==> src/rtl/fracdiv_pkg.sv <==
package fracdiv_pkg;
   // register addresses
   localparam int REG_DIV     = 0;
   localparam int REG_CTL     = 1;
   // control register bit positions
   localparam int CTL_TRIG    = 0;
   localparam int CTL_PRE     = 1;
   localparam int CTL_SEL_LSB = 8;

   function automatic logic [31:0] field_mask(input int lsb, input int width);
      logic [31:0] m;
      m = '0;
      for (int i = 0; i < 32; i++)
         if (i >= lsb && i < lsb + width) m[i] = 1'b1;
      return m;
   endfunction
endpackage

==> src/rtl/fracdiv_trig.sv <==
module fracdiv_trig #(
   parameter int LAT = 2
) (
   input  logic clk,
   input  logic rst_n,
   input  logic arm,
   input  logic gate_on,
   output logic pend,
   output logic fire
);
   localparam int CW = (LAT < 2) ? 1 : $clog2(LAT);

   if (LAT < 1) begin : g_bad_lat
      $error("LAT must be at least 1");
   end

   logic [CW-1:0] cnt;

   assign fire = pend & gate_on & (cnt == CW'(LAT - 1));

   always_ff @(posedge clk or negedge rst_n) begin
      if (!rst_n) begin
         pend <= 1'b0;
         cnt  <= '0;
      end else if (fire) begin
         pend <= 1'b0;
         cnt  <= '0;
      end else if (pend) begin
         if (gate_on) cnt <= cnt + CW'(1);
      end else if (arm) begin
         pend <= 1'b1;
         cnt  <= '0;
      end
   end

   // a completed commit drops the request bit
   p_fire_clears_r4: assert property (@(posedge clk) disable iff (!rst_n)
      fire |=> !pend);
   // a gated-off request is held
   p_hold_gated_r5: assert property (@(posedge clk) disable iff (!rst_n)
      (pend && !gate_on) |=> pend);
endmodule

==> src/rtl/fracdiv_pretick.sv <==
module fracdiv_pretick #(
   parameter int PRE_DIV = 1
) (
   input  logic clk,
   input  logic rst_n,
   input  logic gate_on,
   input  logic restart,
   output logic tick
);
   if (PRE_DIV < 1) begin : g_bad_pre
      $error("PRE_DIV must be at least 1");
   end

   if (PRE_DIV == 1) begin : g_bypass
      logic unused_in;
      assign unused_in = ^{clk, rst_n, gate_on, restart};
      assign tick = 1'b1;
   end else begin : g_count
      localparam int CW = $clog2(PRE_DIV);
      logic [CW-1:0] cnt;

      assign tick = (cnt == CW'(PRE_DIV - 1));

      always_ff @(posedge clk or negedge rst_n) begin
         if (!rst_n)       cnt <= '0;
         else if (restart) cnt <= '0;
         else if (gate_on) cnt <= tick ? '0 : cnt + CW'(1);
      end

      // the pre-divider count stays inside its ratio
      p_cnt_range_r7: assert property (@(posedge clk) disable iff (!rst_n)
         cnt <= CW'(PRE_DIV - 1));
   end
endmodule

==> src/rtl/fracdiv_accum.sv <==
module fracdiv_accum #(
   parameter int ACC_W = 8,
   parameter int STEP  = 1
) (
   input  logic             clk,
   input  logic             rst_n,
   input  logic             adv,
   input  logic             restart,
   input  logic [ACC_W-1:0] div,
   output logic             ce
);
   if (STEP < 1) begin : g_bad_step
      $error("STEP must be at least 1");
   end

   logic [ACC_W-1:0] acc;
   logic [ACC_W-1:0] sum;
   logic             hit;

   assign sum = acc + ACC_W'(STEP);
   assign hit = (sum >= div);

   always_ff @(posedge clk or negedge rst_n) begin
      if (!rst_n) begin
         acc <= '0;
         ce  <= 1'b0;
      end else if (restart) begin
         acc <= '0;
         ce  <= 1'b0;
      end else if (adv) begin
         ce  <= hit;
         acc <= hit ? sum - div : sum;
      end else begin
         ce  <= 1'b0;
      end
   end

   // the phase never reaches the divisor it is compared with
   p_acc_below_div_r1: assert property (@(posedge clk) disable iff (!rst_n)
      acc < div);
endmodule

==> src/rtl/fracdiv_ce.sv <==
module fracdiv_ce
   import fracdiv_pkg::*;
#(
   parameter int FIELD_W     = 6,
   parameter int FRAC_W      = 3,
   parameter int FIELD_SHIFT = 4,
   parameter int PRE_DIV     = 1,
   parameter int FIXED_DIV   = 0,
   parameter int SEL_W       = 2,
   parameter int PRE_TRIG_EN = 1,
   parameter int COMMIT_LAT  = 2,
   parameter int ADDR_W      = 2
) (
   input  logic              clk,
   input  logic              rst_n,
   input  logic              gate_on,
   input  logic              bus_wr,
   input  logic [ADDR_W-1:0] bus_addr,
   input  logic [31:0]       bus_wdata,
   input  logic [31:0]       bus_wmask,
   input  logic [ADDR_W-1:0] bus_raddr,
   output logic [31:0]       bus_rdata,
   output logic              ce_out,
   output logic [SEL_W-1:0]  sel_out
);
   localparam int          ACC_W   = FIELD_W + 2;
   localparam int          ONE     = 1 << FRAC_W;
   localparam int          STEP    = (FIXED_DIV > 0) ? 1 : ONE;
   localparam logic [31:0] FMASK   = field_mask(FIELD_SHIFT, FIELD_W);
   localparam logic [31:0] WR_MASK = (FIXED_DIV > 0) ? ~FMASK : 32'hFFFF_FFFF;

   if (FRAC_W > FIELD_W) begin : g_bad_frac
      $error("FRAC_W may not exceed FIELD_W");
   end
   if (FIELD_SHIFT + FIELD_W > 32) begin : g_bad_field
      $error("divisor field exceeds the register");
   end
   if (SEL_W < 1 || CTL_SEL_LSB + SEL_W > 32) begin : g_bad_sel
      $error("select field does not fit");
   end
   if (ADDR_W < 1) begin : g_bad_addr
      $error("ADDR_W must be at least 1");
   end
   if (FIXED_DIV < 0 || FIXED_DIV >= (1 << ACC_W)) begin : g_bad_fixed
      $error("FIXED_DIV out of range");
   end

   logic [31:0]      div_reg;
   logic [SEL_W-1:0] stg_sel;
   logic             wr_div, wr_ctl;
   logic             arm_main;
   logic             main_pend, main_fire;
   logic             pre_pend, pre_fire;
   logic             sel_fire;
   logic             pre_tick;
   logic [ACC_W-1:0] div_units;

   assign wr_div   = bus_wr && (bus_addr == ADDR_W'(REG_DIV));
   assign wr_ctl   = bus_wr && (bus_addr == ADDR_W'(REG_CTL));
   assign arm_main = wr_ctl && bus_wmask[CTL_TRIG] && bus_wdata[CTL_TRIG];

   // staged registers
   always_ff @(posedge clk or negedge rst_n) begin
      if (!rst_n) begin
         div_reg <= '0;
      end else if (wr_div) begin
         div_reg <= (div_reg & ~(bus_wmask & WR_MASK)) |
                    (bus_wdata & bus_wmask & WR_MASK);
      end
   end

   always_ff @(posedge clk or negedge rst_n) begin
      if (!rst_n) begin
         stg_sel <= '0;
      end else if (wr_ctl) begin
         stg_sel <= (stg_sel & ~bus_wmask[CTL_SEL_LSB +: SEL_W]) |
                    (bus_wdata[CTL_SEL_LSB +: SEL_W] & bus_wmask[CTL_SEL_LSB +: SEL_W]);
      end
   end

   // commit sequencers
   fracdiv_trig #(.LAT(COMMIT_LAT)) u_main_trig (
      .clk     (clk),
      .rst_n   (rst_n),
      .arm     (arm_main),
      .gate_on (gate_on),
      .pend    (main_pend),
      .fire    (main_fire)
   );

   if (PRE_TRIG_EN != 0) begin : g_pretrig
      logic arm_pre;
      assign arm_pre = wr_ctl && bus_wmask[CTL_PRE] && bus_wdata[CTL_PRE];
      fracdiv_trig #(.LAT(COMMIT_LAT)) u_pre_trig (
         .clk     (clk),
         .rst_n   (rst_n),
         .arm     (arm_pre),
         .gate_on (gate_on),
         .pend    (pre_pend),
         .fire    (pre_fire)
      );
      assign sel_fire = pre_fire;
   end else begin : g_nopretrig
      assign pre_pend = 1'b0;
      assign pre_fire = 1'b0;
      assign sel_fire = main_fire;
   end

   // active parent select
   always_ff @(posedge clk or negedge rst_n) begin
      if (!rst_n)        sel_out <= '0;
      else if (sel_fire) sel_out <= stg_sel;
   end

   // active divisor
   if (FIXED_DIV > 0) begin : g_fixed
      assign div_units = ACC_W'(FIXED_DIV);

      // the divisor field can never be written
      p_field_zero_r6: assert property (@(posedge clk) disable iff (!rst_n)
         div_reg[FIELD_SHIFT +: FIELD_W] == '0);
   end else begin : g_prog
      logic [FIELD_W-1:0] act_field;

      always_ff @(posedge clk or negedge rst_n) begin
         if (!rst_n)         act_field <= '0;
         else if (main_fire) act_field <= div_reg[FIELD_SHIFT +: FIELD_W];
      end

      assign div_units = ACC_W'(act_field) + ACC_W'(ONE);

      // the running divisor moves only on a main commit
      p_active_hold_r3: assert property (@(posedge clk) disable iff (!rst_n)
         !main_fire |=> $stable(act_field));
   end

   // pulse generation
   fracdiv_pretick #(.PRE_DIV(PRE_DIV)) u_pretick (
      .clk     (clk),
      .rst_n   (rst_n),
      .gate_on (gate_on),
      .restart (main_fire | pre_fire),
      .tick    (pre_tick)
   );

   fracdiv_accum #(.ACC_W(ACC_W), .STEP(STEP)) u_accum (
      .clk     (clk),
      .rst_n   (rst_n),
      .adv     (gate_on & pre_tick),
      .restart (main_fire | pre_fire),
      .div     (div_units),
      .ce      (ce_out)
   );

   // register read
   always_comb begin
      bus_rdata = '0;
      if (bus_raddr == ADDR_W'(REG_DIV)) begin
         bus_rdata = div_reg;
      end else if (bus_raddr == ADDR_W'(REG_CTL)) begin
         bus_rdata[CTL_SEL_LSB +: SEL_W] = stg_sel;
         bus_rdata[CTL_TRIG]             = main_pend;
         bus_rdata[CTL_PRE]              = pre_pend;
      end
   end

   // unmasked bits of the divisor register keep their value
   p_mask_keep_r2: assert property (@(posedge clk) disable iff (!rst_n)
      wr_div |=> ((div_reg & ~$past(bus_wmask)) == ($past(div_reg) & ~$past(bus_wmask))));
   // no pulse follows a gated-off cycle
   p_gate_quiet_r5: assert property (@(posedge clk) disable iff (!rst_n)
      !gate_on |=> !ce_out);
   // every pulse follows a gated pre-divider tick
   p_ce_on_tick_r7: assert property (@(posedge clk) disable iff (!rst_n)
      ce_out |-> $past(pre_tick && gate_on));
   // the select output changes only on its own commit
   p_sel_hold_r8: assert property (@(posedge clk) disable iff (!rst_n)
      !sel_fire |=> $stable(sel_out));
endmodule

==> config.mk <==
export PLATFORM = sky130hd
export DESIGN_NAME = fracdiv_ce
export DESIGN_NICKNAME = d
export VERILOG_FILES = /design/src/rtl/fracdiv_pkg.sv /design/src/rtl/fracdiv_trig.sv /design/src/rtl/fracdiv_pretick.sv /design/src/rtl/fracdiv_accum.sv /design/src/rtl/fracdiv_ce.sv
export SDC_FILE = /design/constraint.sdc
export NUM_CORES = 1
export LEC_CHECK = 0
export BUFFER_PORTS_ARGS = -buffer_cell sky130_fd_sc_hd__buf_2
export CORE_ASPECT_RATIO = 0.5
export CORE_MARGIN = 4
export CORE_UTILIZATION = 51
export CTS_BUF_LIST = sky130_fd_sc_hd__clkbuf_4
export CTS_CLUSTER_SIZE = 25
export DETAILED_ROUTE_END_ITERATION = 10
export HOLD_SLACK_MARGIN = 0.02
export PLACE_DENSITY = 0.79
export SLEW_MARGIN = 0
export SYNTH_ARGS = -nofsm -noshare
export SYNTH_HDL_FRONTEND = slang
export SYNTH_SLANG_ARGS = --single-unit
==> constraint.sdc <==
create_clock -name clk -period 3.14 [get_ports clk]
set_clock_uncertainty 0.15 [all_clocks]
set_input_delay 0 -clock clk [delete_from_list [all_inputs] [get_ports clk]]
set_output_delay 0 -clock clk [all_outputs]
set_load 0.01 [all_outputs]
; Yosys cells after proc, flatten, opt, wreduce, memory -nomap -nowiden
; Cells that the tools add are included.
[word_totals]
in_bits = 72
regBits = 55
[op_classes]
bitwise_logic = 13
n_mux = 25
n_reduce_logical = 13
n_eq_ne = 4
n_addsub = 5
order_cmp = 1
[op_table]
columns = cell, count
row1 = bitwise AND 32 bit, 2
row2 = inverter 32 bit, 1
row3 = OR 32 bit, 1
row4 = two-way mux 8 bit, 3
row5 = two-way mux 22 bit, 1
row6 = two-way mux 1 bit, 16
row7 = adder 8 x 4 -> 8 bit (second input constant), 1
row8 = greater-or-equal comparator 8 x 7 -> 1 bit, 1
row9 = two-way mux 2 bit, 4
row10 = subtractor 8 x 7 -> 8 bit, 1
row11 = adder 6 x 4 -> 7 bit (second input constant), 1
row12 = logical AND 1 bit, 6
row13 = two-way mux 6 bit, 1
row14 = != test 3 bit (second input constant), 2
row15 = nonzero test 3 bit, 2
row16 = bitwise AND 1 bit, 4
row17 = bitwise AND 2 bit, 2
row18 = == test 2 x 1 -> 1 bit (second input constant), 2
row19 = zero test 2 bit, 2
row20 = AND reduction 2 bit, 2
row21 = adder 1 bit (second input constant), 2
row22 = inverter 2 bit, 1
row23 = OR 2 bit, 1
row24 = nonzero test 2 bit, 1
row25 = OR 1 bit, 1

; Logic depth before layout (Yosys ltp)
; Gate-level depths: netlist of the first run.
[logic_depth]
depth_word = 7
depth_mapped = 10
depth_no_buf = 10

; Modules after synthesis
; A second synthesis of the first run with hierarchy kept.
[unflattened]
cells_unflattened = 306
area_unflattened_um2 = 3570.9
[by_module_without_submodules]
columns = module, instances, area_per_inst_um2, cells_each
row1 = fracdiv_ce, 1, 2432.3, 179
row2 = fracdiv_accum, 1, 954.7, 111
row3 = fracdiv_trig, 2, 86.3, 7
row4 = fracdiv_pretick, 1, 11.3, 2

; Worst setup path before layout of the first run
; Ideal clock, no wire load.
[synth_timing]
kind = register to register
startpoint = reg u_accum.acc[3]
endpoint = reg u_accum.acc[6]
t_arrival_ns = 2.235
setup_ns = 0.122
synth_period_minus_slack_ns = 2.507
setup_slack_ns = 0.633
t_required_ns = 2.868
stages_incl_launch_ff = 10
cell_sequence = dfrtp_1 > ha_1 > xor2_1 > ha_1 > a21oi_1 > o21ai_2 > a221oi_4 > inv_2 > o21a_1 > a32o_1
[synth_between]
elab_chain_len = 5
[synth_lines]
columns = element, line_no
row1 = from (decl), fracdiv_accum.sv:16  ; logic [ACC_W-1:0] acc;
row2 = from (signal assigned), fracdiv_accum.sv:32  ; acc <= hit ? sum - div : sum;
row3 = adder 8 x 4 -> 8 bit (*), fracdiv_accum.sv:20  ; assign sum = acc + ACC_W'(STEP);
row4 = subtractor 8 x 7 -> 8 bit / greater-or-equal comparator 8 x 7 -> 1 bit (equally long branches), "fracdiv_accum.sv:32, fracdiv_accum.sv:21"
row5 = two-way mux 8 bit (*), fracdiv_accum.sv:32
row6 = two-way mux 8 bit (*), fracdiv_accum.sv:30  ; end else if (adv) begin
row7 = two-way mux 8 bit (*), fracdiv_accum.sv:27  ; end else if (restart) begin
; Every way passes the cells marked *; elsewhere a longest branch is shown, timed or not. The select of a mux whose other input is x is not followed.
; A chain may end at the register's enable or synchronous reset.

; Worst setup path after layout of the first run
[layout_timing]
startpoint = reg g_prog.act_field[3]
endpoint = reg u_accum.acc[6]
[layout_between]
elab_chain_len = 5
[layout_lines]
columns = element, line_no
row1 = from (decl), fracdiv_ce.sv:123  ; logic [FIELD_W-1:0] act_field;
row2 = from (signal assigned), fracdiv_ce.sv:127  ; else if (main_fire) act_field <= div_reg[FIELD_SHIFT +: FIELD_W];
row3 = adder 6 x 4 -> 7 bit (*), fracdiv_ce.sv:130  ; assign div_units = ACC_W'(act_field) + ACC_W'(ONE);
row4 = subtractor 8 x 7 -> 8 bit / greater-or-equal comparator 8 x 7 -> 1 bit (equally long branches), "fracdiv_accum.sv:32, fracdiv_accum.sv:21"
row5 = two-way mux 8 bit (*), fracdiv_accum.sv:32
row6 = two-way mux 8 bit (*), fracdiv_accum.sv:30
row7 = two-way mux 8 bit (*), fracdiv_accum.sv:27
; Marked as above.

==> results.txt, run 1 <==
The met1 layer usage reported by global route came out at 0.2917. The total number of clock tree sinks came out at 55. The total of fill cells in the finished design came out at 298. In this run the tool buffered the top-level ports with 106 buffer cells. The leakage power figure came out at 2.152 nW. The maximum number of pins on one net before global-route repair came out at 35. In the layout the commonest cells are sky130_fd_sc_hd__buf_2, sky130_fd_sc_hd__dlygate4sd3_1, sky130_fd_sc_hd__dfrtp_1, sky130_fd_sc_hd__mux2_2, sky130_fd_sc_hd__nand2_1. The total of cells resized after clock tree synthesis came out at 0.

The final count of hold timing violations was 0. At the later pin of the worst-skew pair, clock insertion delay measures 0.40 ns. The total of warnings raised by yosys came out at 0. The H-tree depth reported by CTS came out at 2.

The placed wire-length estimate is 5264 um. The fraction of the cycle the final worst path needs is 0.8705. The proportion of layout cells with a drive suffix above 1 came out at 0.3688. The die is 62.05 um tall.

The most critical setup path has its startpoint at g_prog.act_field[3]. The shortest clock period the worst path allows after layout came out at 2.733 ns. The number of violations of the max-capacitance limit is 0.

The floorplan has 19 rows. The worst reg-to-reg path cell count is 9. In this run the worst setup path terminates at u_accum.acc[6].

The post-layout net count is 542. The power per cell area is 774.2 nW/um^2. The routability congestion estimate is 0.9084. The headroom to the max-slew limit is 0.4818. For the pin with the worst max-slew slack, the measured transition is 0.7773 ns. The number of global-route vias before repair is 3,064. The count of flip-flops with a built-in enable after synthesis is 0. The diode insertion count for antenna repair came out at 0. The die width came out at 116.1 um.

After routing, the total negative slack on setup checks comes to 0 ns. The synthesized netlist occupies a cell area of 2979 sq um. In this run, the number of DRC markers left after iteration 0 of detailed routing was 152.

The core area is 5563 sq um. The root buffer cell chosen for the clock tree is sky130_fd_sc_hd__clkbuf_4. The flop-to-flop setup slack came out at 0.41 ns. The initial antenna violation count came out at 0. The share of async-settable or async-resettable flops after synthesis is 1.000. The final number of setup-violating endpoints is 0. The most heavily used metal layer in global routing is met2. After synthesis the netlist holds a flip-flop and latch count of 55. The worst setup path is launched from a register. The critical path data required time came out at 3.28 ns. The number of distinct library cells after synthesis came out at 48. For this run, design rule violations remaining after detail routing come to 0. The clock transition at the register clock pins on the worst setup and hold paths after CTS is 0.18 ns. In the synthesized netlist the dominant register cell turns out to be sky130_fd_sc_hd__dfrtp_1. In the global route stage, overall resource usage came out at 0.2659.

The worst hold path belongs to the class input pin to async pin. The worst setup path is captured at a register. The mean number of vias per cell came out at 5.361.

The post-place instance area is 3605 sq um. The number of detailed-route iterations in the first pass is 4. The initial cell density of the core came out at 0.5355.

TritonCTS built the clock tree. The capture instance of the worst register-to-register path is u_accum.acc[6]. The number of slew-limit violations in the final report is 0. The worst register-to-register path begins at g_prog.act_field[3]. The first global-routing pass estimated 14,600 um of wire. The wire length reported by the detailed router came out at 9308 um.

The number of buffers on the longest clock path is 2. The signed area change from the synthesized netlist to the final layout is 48.05%. The number of nets in the synthesized netlist is 361. Setup repair after global routing left no endpoint under its margin.

The data arrival time of the worst path is 2.87 ns. By startpoint and endpoint, the worst setup path is classified as register to register. The mean instance size in the synthesized netlist is 10.68 sq um.

The met3 demand-to-capacity share in global routing is 0.06383. The run finished with clean final reports. The die covers 7202 sq um. The leading cell type in the layout, fill and taps excluded is sky130_fd_sc_hd__buf_2. The fraction of met2 tracks used by global routing is 0.5233.

The I/O pin count is 107. The final route contains 2,863 vias. The total overflow reported by the global router is 0. The area of all placed cells without fillers is 4410 sq um. The number of CTS-inserted buffers came out at 5. The average wire length per cell after detail routing is 17.43 um. The worst vdd rail ir drop is 0.5966 mV.

The post-route antenna net violation count is 0. The number of standard cells after synthesis is 279. The upper clock frequency limit is 365.9 MHz. The maximum fanout along the worst path came out at 9. The portion of the post-synthesis area used by sequential elements came out at 0.4620.
worst min path at each step:
stage | from | end | slack [ns] | cells past startpoint
after floorplan | rst_n | async pin | -0.45 | 0
after global placement | rst_n | u_accum.acc[6] | -0.04 | 1
after detailed placement | rst_n | u_accum.acc[6] | -0.03 | 1
after CTS | bus_addr[1] | register | 0.04 | 5
after global routing | bus_addr[0] | register | 0.04 | 5
final | rst_n | async pin | 0.04 | 2
stage by stage:
step | worst slack (ns) | utilization | power, mW | instances | hold slack, ns
global placement | 0.5251 | 0.6480 | 2.713 | 454 | -0.04190
global route | 0.2343 | 0.7928 | 3.686 | 534 | 0.03717
floorplan | 0.6331 | - | 2.348 | 279 | -0.4456
finish | 0.4067 | 0.7928 | 3.414 | 534 | 0.03813
CTS | 0.4202 | 0.7928 | 3.343 | 534 | 0.03511
detailed placement | 0.4379 | 0.6480 | 2.767 | 454 | -0.02766
per-layer routing:
| layer | vias to the layer above | routed length [um] | part of all wire |
|---|---|---|---|
| met2 | 83 | 5207 | 0.56 |
| met5 | - | 0 | 0 |
| met1 | 1438 | 3496 | 0.38 |
| li1 | 1319 | - | - |
| met4 | 0 | 214 | 0.023 |
| met3 | 23 | 388 | 0.042 |
power by group:
group | leakage (nW) | switching [mW] | internal (mW) | total, mW
Clock | 0.0458 | 0.247 | 0.172 | 0.419
Combinational | 1.43 | 0.939 | 0.942 | 1.88
Sequential | 0.671 | 0.181 | 0.933 | 1.11
synthesized netlist by cell type (3+ instances only):
library cell                 n  area [sq um]
sky130_fd_sc_hd__a211oi_1    3         22.52
sky130_fd_sc_hd__ha_1        9         112.6
sky130_fd_sc_hd__nand2_1    41         153.9
sky130_fd_sc_hd__mux2_2     42         473.0
sky130_fd_sc_hd__inv_1      11         41.29
sky130_fd_sc_hd__o2bb2ai_1   3         26.28
sky130_fd_sc_hd__xnor2_1     5         43.79
sky130_fd_sc_hd__nand3_1     7         35.03
sky130_fd_sc_hd__xor2_1      3         26.28
sky130_fd_sc_hd__a21boi_0    3         22.52
sky130_fd_sc_hd__and2_1     28         175.2
sky130_fd_sc_hd__o21a_1      3         22.52
sky130_fd_sc_hd__dfrtp_1    55          1376
sky130_fd_sc_hd__mux2i_1     5         50.05
sky130_fd_sc_hd__o21ai_0     5         25.02
sky130_fd_sc_hd__nor2_1      8         30.03
sky130_fd_sc_hd__clkbuf_1    7         26.28
sky130_fd_sc_hd__a21oi_1     4         20.02
critical path, cell delays in order, from the launching register on:
cell	delay (ns)
sky130_fd_sc_hd__dfrtp_1	0.45
sky130_fd_sc_hd__ha_1	0.22
sky130_fd_sc_hd__xnor2_1	0.21
sky130_fd_sc_hd__ha_1	0.33
sky130_fd_sc_hd__a21oi_1	0.19
sky130_fd_sc_hd__o21ai_2	0.09
sky130_fd_sc_hd__a221oi_4	0.47
sky130_fd_sc_hd__inv_2	0.11
sky130_fd_sc_hd__o21a_1	0.18
sky130_fd_sc_hd__a32o_1	0.24
what timing repair did:
item	CTS	global route
setup buffers	0	0
hold buffers	72	0
hold endpoints to repair	81	0
endpoints found under the setup margin	0	0
cells by family after synthesis:
| family | count (synthesis) | share of synthesized area |
|---|---|---|
| compound gates | 36 | 0.09198 |
| buf+inv | 21 | 0.02688 |
| fa+ha+maj | 10 | 0.04452 |
| flops | 55 | 0.4620 |
| xor+xnor | 8 | 0.02352 |
| simple gates | 101 | 0.1709 |
| mux | 48 | 0.1802 |
final cells by class:
type / instances / area, sq um / share of cell area
Multi-Input combinational cell: 203 / 1528 / 0.3464
Clock buffer: 5 / 37.54 / 0.008511
Clock inverter: 3 / 47.55 / 0.01078
Tap cell: 73 / 91.34 / 0.02071
Inverter: 13 / 48.80 / 0.01106
Sequential cell: 55 / 1376 / 0.3121
Timing Repair Buffer: 182 / 1281 / 0.2905
No activity file was read; power rests on OpenSTA's default activity.
==> run 2: changes to the inputs <==
==> constraint.sdc (replaced) <==
create_clock -name clk -period 3.14 [get_ports clk]
set_clock_uncertainty 0.15 [all_clocks]
set_input_delay 0.314 -clock clk [delete_from_list [all_inputs] [get_ports clk]]
set_output_delay 0.314 -clock clk [all_outputs]
set_load 0.01 [all_outputs]
==> run 2 against run 1 <==
Fmax up 0.70%; critical path type unchanged; global-route usage shrank 5.4 points; largest cell class unchanged; highest routed layer unchanged; cell area shrank 9.1%; via count fell by 11%.
==> results.txt, run 2 (synthesis gave the netlist of run 1 again) <==
The flow ran to the end, and the final reports show no timing, DRC or antenna violations. The clock period could shrink to 2.714 ns. Derived from the worst setup path, the maximum achievable clock frequency is 368.4 MHz.

The fraction of the cycle the final worst path needs is 0.8644. In the final layout, the share of cells above drive strength 1 is 0.4014. The path class of the tightest hold or removal check is input pin to register. The setup total negative slack came out at 0 ns.

The number of global-route vias before repair came out at 2,584. Setup repair after global routing left no endpoint under its margin. The final layout contains routed wiring with a total length of 7387 um. The tool flagged a number of max-cap violations equal to 0. The critical path data required time is 3.27 ns. The power per cell area is 790.3 nW/um^2. For this run, the detailed router's first-pass iteration total came to 4. The pin slew with the least headroom to its limit is 0.5214 ns. The mean number of vias per cell is 5.166. The initial antenna violation count came to 0.

The post-layout net count came out at 503. The routability congestion estimate is 0.9443. OpenSTA, run right after detailed placement, puts the worst setup slack at 0.4641 ns. The later-pin clock latency in the skew report came out at 0.38 ns. The wire length of the first global-routing pass came out at 11,730 um. After global routing the overflow that remains totals 0. The clock transition at the register clock pins on the worst setup and hold paths after CTS came out at 0.17 ns. Among cell families on the critical path, the largest total delay comes from compound AO/OA/AOI/OAI gates. The placed wire-length estimate came out at 5347 um. The finished cells cover 4010 sq um. STA puts the critical path data arrival time at 2.84 ns. The total via count after detailed routing came out at 2,552. Relative to the synthesized area, the layout overhead comes to 34.61%.

The number of rows created at floorplan came out at 19. The total die area is 7202 sq um. The slowest cell on the critical path is sky130_fd_sc_hd__a221oi_4.

The overall die height came out at 62.05 um. The initial cell density of the core is 0.5355. The number of slew-limit violations in the final report was 0. The final worst hold slack came out at 0.08474 ns. The post-route antenna net violation count is 0. The final worst slack is 0.4256 ns.

The final count of hold timing violations came out at 0. The tree is rooted in a sky130_fd_sc_hd__clkbuf_4. The CTS tree is built.

The post-place instance area is 3605 sq um. The maximum fanout along the worst path came out at 9. For this run, design rule violations remaining after detail routing come to 0.

The H-tree depth reported by CTS came out at 2. The critical path's largest stage delay came out at 0.47 ns. The total of cells resized after clock tree synthesis is 0.

107 I/O pins were placed. The setup path with the least slack is of type register to register. The final number of setup-violating endpoints came out at 0. The library cells used most frequently in the layout, excluding fill and tap cells, are sky130_fd_sc_hd__buf_2, sky130_fd_sc_hd__dfrtp_1, sky130_fd_sc_hd__mux2_2, sky130_fd_sc_hd__nand2_1, sky130_fd_sc_hd__dlygate4sd3_1. The worst vdd rail ir drop came out at 0.5774 mV. The leading cell type in the layout, fill and taps excluded is sky130_fd_sc_hd__buf_2. STA classifies the critical path endpoint as a register. The number of design-rule violations left by the first detailed-router iteration is 126.

The total number of clock tree sinks came out at 55. The worst setup path is launched from a register. The worst pin sits at a relative slew slack of 0.6524. The share of the core filled with cells is 0.7209. The number of CTS-inserted buffers came out at 5. The analysis attributes to cell leakage a power of 1.970 nW. The average wire length per cell after detail routing came out at 14.95 um. The maximum number of pins on one net before global-route repair is 42. The die is 116.1 um wide. The number of buffers and inverters on the critical path is 1. The dominant cell type by count on the critical path is sky130_fd_sc_hd__ha_1. The diode insertion count for antenna repair came out at 0. No sink is reached through more buffers than the 2 on the longest clock path.

The count of port buffers added during placement came out at 106. The critical path goes through ha_1 -> xor2_1 -> ha_1 -> a21oi_1 -> o21ai_2 -> a221oi_4 -> inv_2 -> o21a_1 -> a32o_1. The core area is 5563 sq um. The total global routing track utilization came out at 0.2115.
==> run 2: cell count changes in the layout (fill, tap and decap cells not counted) <==
cell and delta:
sky130_fd_sc_hd__clkinvlp_4 +1, sky130_fd_sc_hd__clkinv_4 -1, sky130_fd_sc_hd__dlygate4sd3_1 -39, sky130_fd_sc_hd__inv_6 -1
==> run 2: per-layer routing <==
| layer | vias up | wire (um) | share of wire | track usage |
|---|---|---|---|---|
| met4 | 0 | 81 | 0.011 | 0.04793 |
| li1 | 1244 | - | - | - |
| met5 | - | 0 | 0 | 0 |
| met1 | 1253 | 2954 | 0.40 | 0.2355 |
| met3 | 8 | 323 | 0.044 | 0.05222 |
| met2 | 47 | 4027 | 0.55 | 0.4211 |
==> run 2: through the flow <==
step,std cells,total power [mW]
after floorplan,279,2.348
after global placement,454,2.699
after detailed placement,454,2.758
after CTS,492,3.179
after global routing,494,3.429
final,494,3.169
==> run 2: path summary, 6_finish.rpt <==
path	startpoint	endpoint	slack, ns	cells after the start
setup reg to reg	u_accum.acc[3]	u_accum.acc[6]	0.43	9
setup / recovery	u_accum.acc[3]	u_accum.acc[6]	0.43	9
max in group asynchronous	rst_n	g_prog.act_field[5]	1.82	3
hold / removal	bus_wmask[12]	register	0.08	3
min in group asynchronous	rst_n	u_accum.acc[6]	0.20	2
hold reg to reg	register	register	0.37	1
==> run 2: cell type report <==
cell class	count	area (sq um)
flip-flops and latches	55	1376
repair buffers	143	890.9
well taps	73	91.34
multi-input cells	203	1528
inverters	13	48.80
clock buffers	5	37.54
clock inverters	2	37.54
fillers	400	1553
==> run 2: repair_timing <==
item | in CTS | in global routing
buffers inserted | 0 | 0
hold buffers | 31 | 2
endpoints found under the hold margin | 46 | 2
==> run 2: where the power goes <==
part / switching, mW / internal (mW) / leakage (nW) / total, mW
Combinational: 0.870 / 0.817 / 1.26 / 1.69
Clock: 0.223 / 0.164 / 0.0373 / 0.386
Sequential: 0.163 / 0.933 / 0.671 / 1.10
==> run 2: worst register-to-register path, cell delays in order, from the launching register on <==
cell and delay (ns):
sky130_fd_sc_hd__dfrtp_1 0.43, sky130_fd_sc_hd__ha_1 0.25, sky130_fd_sc_hd__xor2_1 0.16, sky130_fd_sc_hd__ha_1 0.37, sky130_fd_sc_hd__a21oi_1 0.17, sky130_fd_sc_hd__o21ai_2 0.10, sky130_fd_sc_hd__a221oi_4 0.47, sky130_fd_sc_hd__inv_2 0.10
sky130_fd_sc_hd__o21a_1 0.19, sky130_fd_sc_hd__a32o_1 0.24
==> run 3: changes to the inputs <==
- BUFFER_PORTS_ARGS: -buffer_cell sky130_fd_sc_hd__buf_2 -> -buffer_cell sky130_fd_sc_hd__buf_4
==> run 3 against run 2 <==
Sequential share of layout area is 1.8 points lower; first-iteration DRC count is 3.2% lower; highest routed layer unchanged; non-clock buffer count is 3 lower; routed wire length is 5.2% higher; critical path depth stayed put; cell area is 5.4% higher; power is 0.37% lower; global-route usage is 1.1 points higher.
==> results.txt, run 3 (synthesis gave the netlist of run 1 again) <==
Detailed routing placed a total of 4283 um of wire on met2. For this block, the initial DRC count from the detailed router was 122. The clock transition at the register clock pins on the worst setup and hold paths after CTS is 0.15 ns. Traced cell by cell, the critical path runs through ha_1 -> xor2_1 -> ha_1 -> a21oi_1 -> o21ai_2 -> a221oi_4 -> inv_2 -> o21a_1 -> a32o_1. The count of port buffers added during placement is 106. The total number of clock tree sinks is 55.

The number of buffers and inverters on the critical path is 1. During I/O placement, the number of pins put on the boundary was 107. Routed signal wires occupy layers up through met4. The depth of the critical timing path with buffers and inverters included is 9.

The signed area change from the synthesized netlist to the final layout came out at 41.92%. The dominant cell type by count on the critical path is sky130_fd_sc_hd__ha_1. The startpoint type of the worst setup path is a register.

Setup violations remaining at the end of the flow were counted as 0. On the worst path, the slowest cell contributes a delay of 0.47 ns. The number of violations of the max-capacitance limit is 0.

IR analysis of the VDD net gives a maximum drop of 0.7795 mV. Once detail routing completed, the nets flagged for antenna violations numbered 0. Adding up every negative setup slack in the final design gives 0 ns. The maximum fanout along the worst path came out at 9. The post-layout net count is 500. The shortest clock period the worst path allows after layout is 2.745 ns.

The capture instance of the worst register-to-register path is u_accum.acc[6]. In this run the clock root is driven by a sky130_fd_sc_hd__clkbuf_4. The run finished with clean final reports.

The diode insertion count for antenna repair came out at 0. The data arrival time of the worst path is 2.87 ns. The number of remaining DRC errors is 0. The number of global-route vias before repair came out at 2,680. The final count of hold timing violations is 0. For flop-to-flop paths, the worst setup slack is 0.39 ns.

The number of detailed-route iterations in the first pass came out at 4. The initial antenna violation count came out at 0. With fillers left out, the area of the finished cells amounts to 4228 sq um. The upper clock frequency limit came out at 364.3 MHz. The worst setup path is captured at a register. The wire length reported by the detailed router is 7768 um. The worst setup path is of the register to register kind. The mean number of vias per cell is 5.266. CTS built an H-tree with a depth of 2. Leaving out fill and tap cells, the most frequent cell in the layout is sky130_fd_sc_hd__buf_4.

In the final layout, the share of cells above drive strength 1 is 0.4010. In this run the vertical extent of the chip is 62.05 um. The placed instances occupy a cell area of 3855 sq um. In the finished design, the share of the clock period the worst path needs comes to 0.8743. The core area is 5563 sq um. The cell type group with the largest total delay on the critical path is compound AO/OA/AOI/OAI gates.

The completed layout was analyzed and its total power is 3.157 mW. The die width is 116.1 um. The initial cell density of the core came out at 0.5355. The number of slew-limit violations in the final report is 0. The average wire length per cell after detail routing is 15.79 um. The wire length of the first global-routing pass is 12,450 um.

The number of CTS-inserted buffers came out at 5. The routed metal-1 wirelength is 2982 um. After floorplanning, the core was divided into 19 placement rows.

The worst reg-to-reg path cell count came out at 9. The top cell types in the final layout, fill and taps aside, are sky130_fd_sc_hd__buf_4, sky130_fd_sc_hd__dfrtp_1, sky130_fd_sc_hd__mux2_2, sky130_fd_sc_hd__nand2_1, sky130_fd_sc_hd__dlygate4sd3_1. The amount of wire on met3 after detailed routing is 386 um.

For this design the ratio of total power to cell area is 746.8 nW/um^2. At the later pin of the worst-skew pair, clock insertion delay measures 0.38 ns. The critical path data required time is 3.26 ns. The total via count after detailed routing is 2,591. The CTS tree is built. The number of buffers on the longest clock path came out at 2. The total global routing track utilization is 0.2224. The slowest cell on the critical path is sky130_fd_sc_hd__a221oi_4. The headroom to the max-slew limit is 0.5374. In this run the worst setup path terminates at u_accum.acc[6]. The wire-length estimate of the detail-placed layout is 5529 um. The reg-to-reg critical path startpoint is u_accum.acc[3]. The critical path starts at u_accum.acc[3]. Summed over all cells, the static leakage comes to 2.020 nW.

The total of cells resized after clock tree synthesis came out at 0. At the end of the flow the core is filled with cells to 0.7600. At the pin with the least slew margin, the transition time is 0.6939 ns. Routability-driven placement finished with a final weighted congestion of 0.8927. Setup repair after global routing left no endpoint under its margin. The maximum number of pins on one net before global-route repair is 56.

Global routing finished with a remaining overflow of 0. In this run the worst hold path is classified as input pin to register. The die covers 7202 sq um.
-- run 3: cell types whose count changed in the layout (fill, tap and decap cells not counted), sizes merged --
cell         previous run  this run
dlygate4sd3            33        32
buf                   110       108
clkinv                  0         3
clkinvlp                1         0
bufinv                  1         0
-- run 3: worst min path at each step --
| stage | startpoint | endpoint | slack [ns] | cells past startpoint |
|---|---|---|---|---|
| after floorplan | rst_n | async pin | -0.13 | 0 |
| after global placement | rst_n | u_accum.acc[6] | 0.25 | 1 |
| after detailed placement | rst_n | u_accum.acc[6] | 0.26 | 1 |
| after CTS | bus_wdata[7] | register | 0.02 | 2 |
| after global routing | bus_wdata[1] | register | 0.02 | 2 |
| final | bus_wdata[1] | register | 0.04 | 2 |
-- run 3: area by class of cell --
type	count	area, sq um
clock buffer	5	37.54
clock inverter	3	15.01
fill	382	1335
inverter	13	48.80
multi-input combinational	203	1528
sequential	55	1376
tap	73	91.34
timing repair buffer	140	1131
-- run 3: repair_timing --
action / CTS / global route
buffers inserted: 0 / 0
hold endpoints to repair: 86 / 1
hold buffers: 31 / 1
-- run 3: where the power goes --
group	switching [mW]	internal, mW	total [mW]
combinational	0.882	0.868	1.75
clock	0.221	0.0841	0.305
sequential	0.170	0.933	1.10
total	1.27	1.88	3.16
-- run 3: worst register-to-register path: cells and delay by family (launching register included) --
family | cells | cell delay [ns]
DFF | 1 | 0.43
xor gates and xnor gates | 1 | 0.15
adders and majority gates | 2 | 0.62
AOI/OAI and AO/OA | 5 | 1.18
buffers and inverters | 1 | 0.11
-- run 3: metrics by stage --
| step | setup WS, ns | cells | hold WS [ns] |
|---|---|---|---|
| CTS | 0.3953 | 491 | 0.02073 |
| detailed placement | 0.4245 | 452 | 0.2577 |
| global route | 0.2743 | 492 | 0.02259 |
| finish | 0.3947 | 492 | 0.04035 |
| floorplan | 0.6331 | 279 | -0.1316 |
| global placement | 0.5239 | 452 | 0.2503 |
-- run 3: per-layer routing --
metal	vias up	global-route usage
met3	12	0.04836
met2	67	0.4366
met1	1279	0.2543
met4	0	0.05620
li1	1233	-
met5	-	0
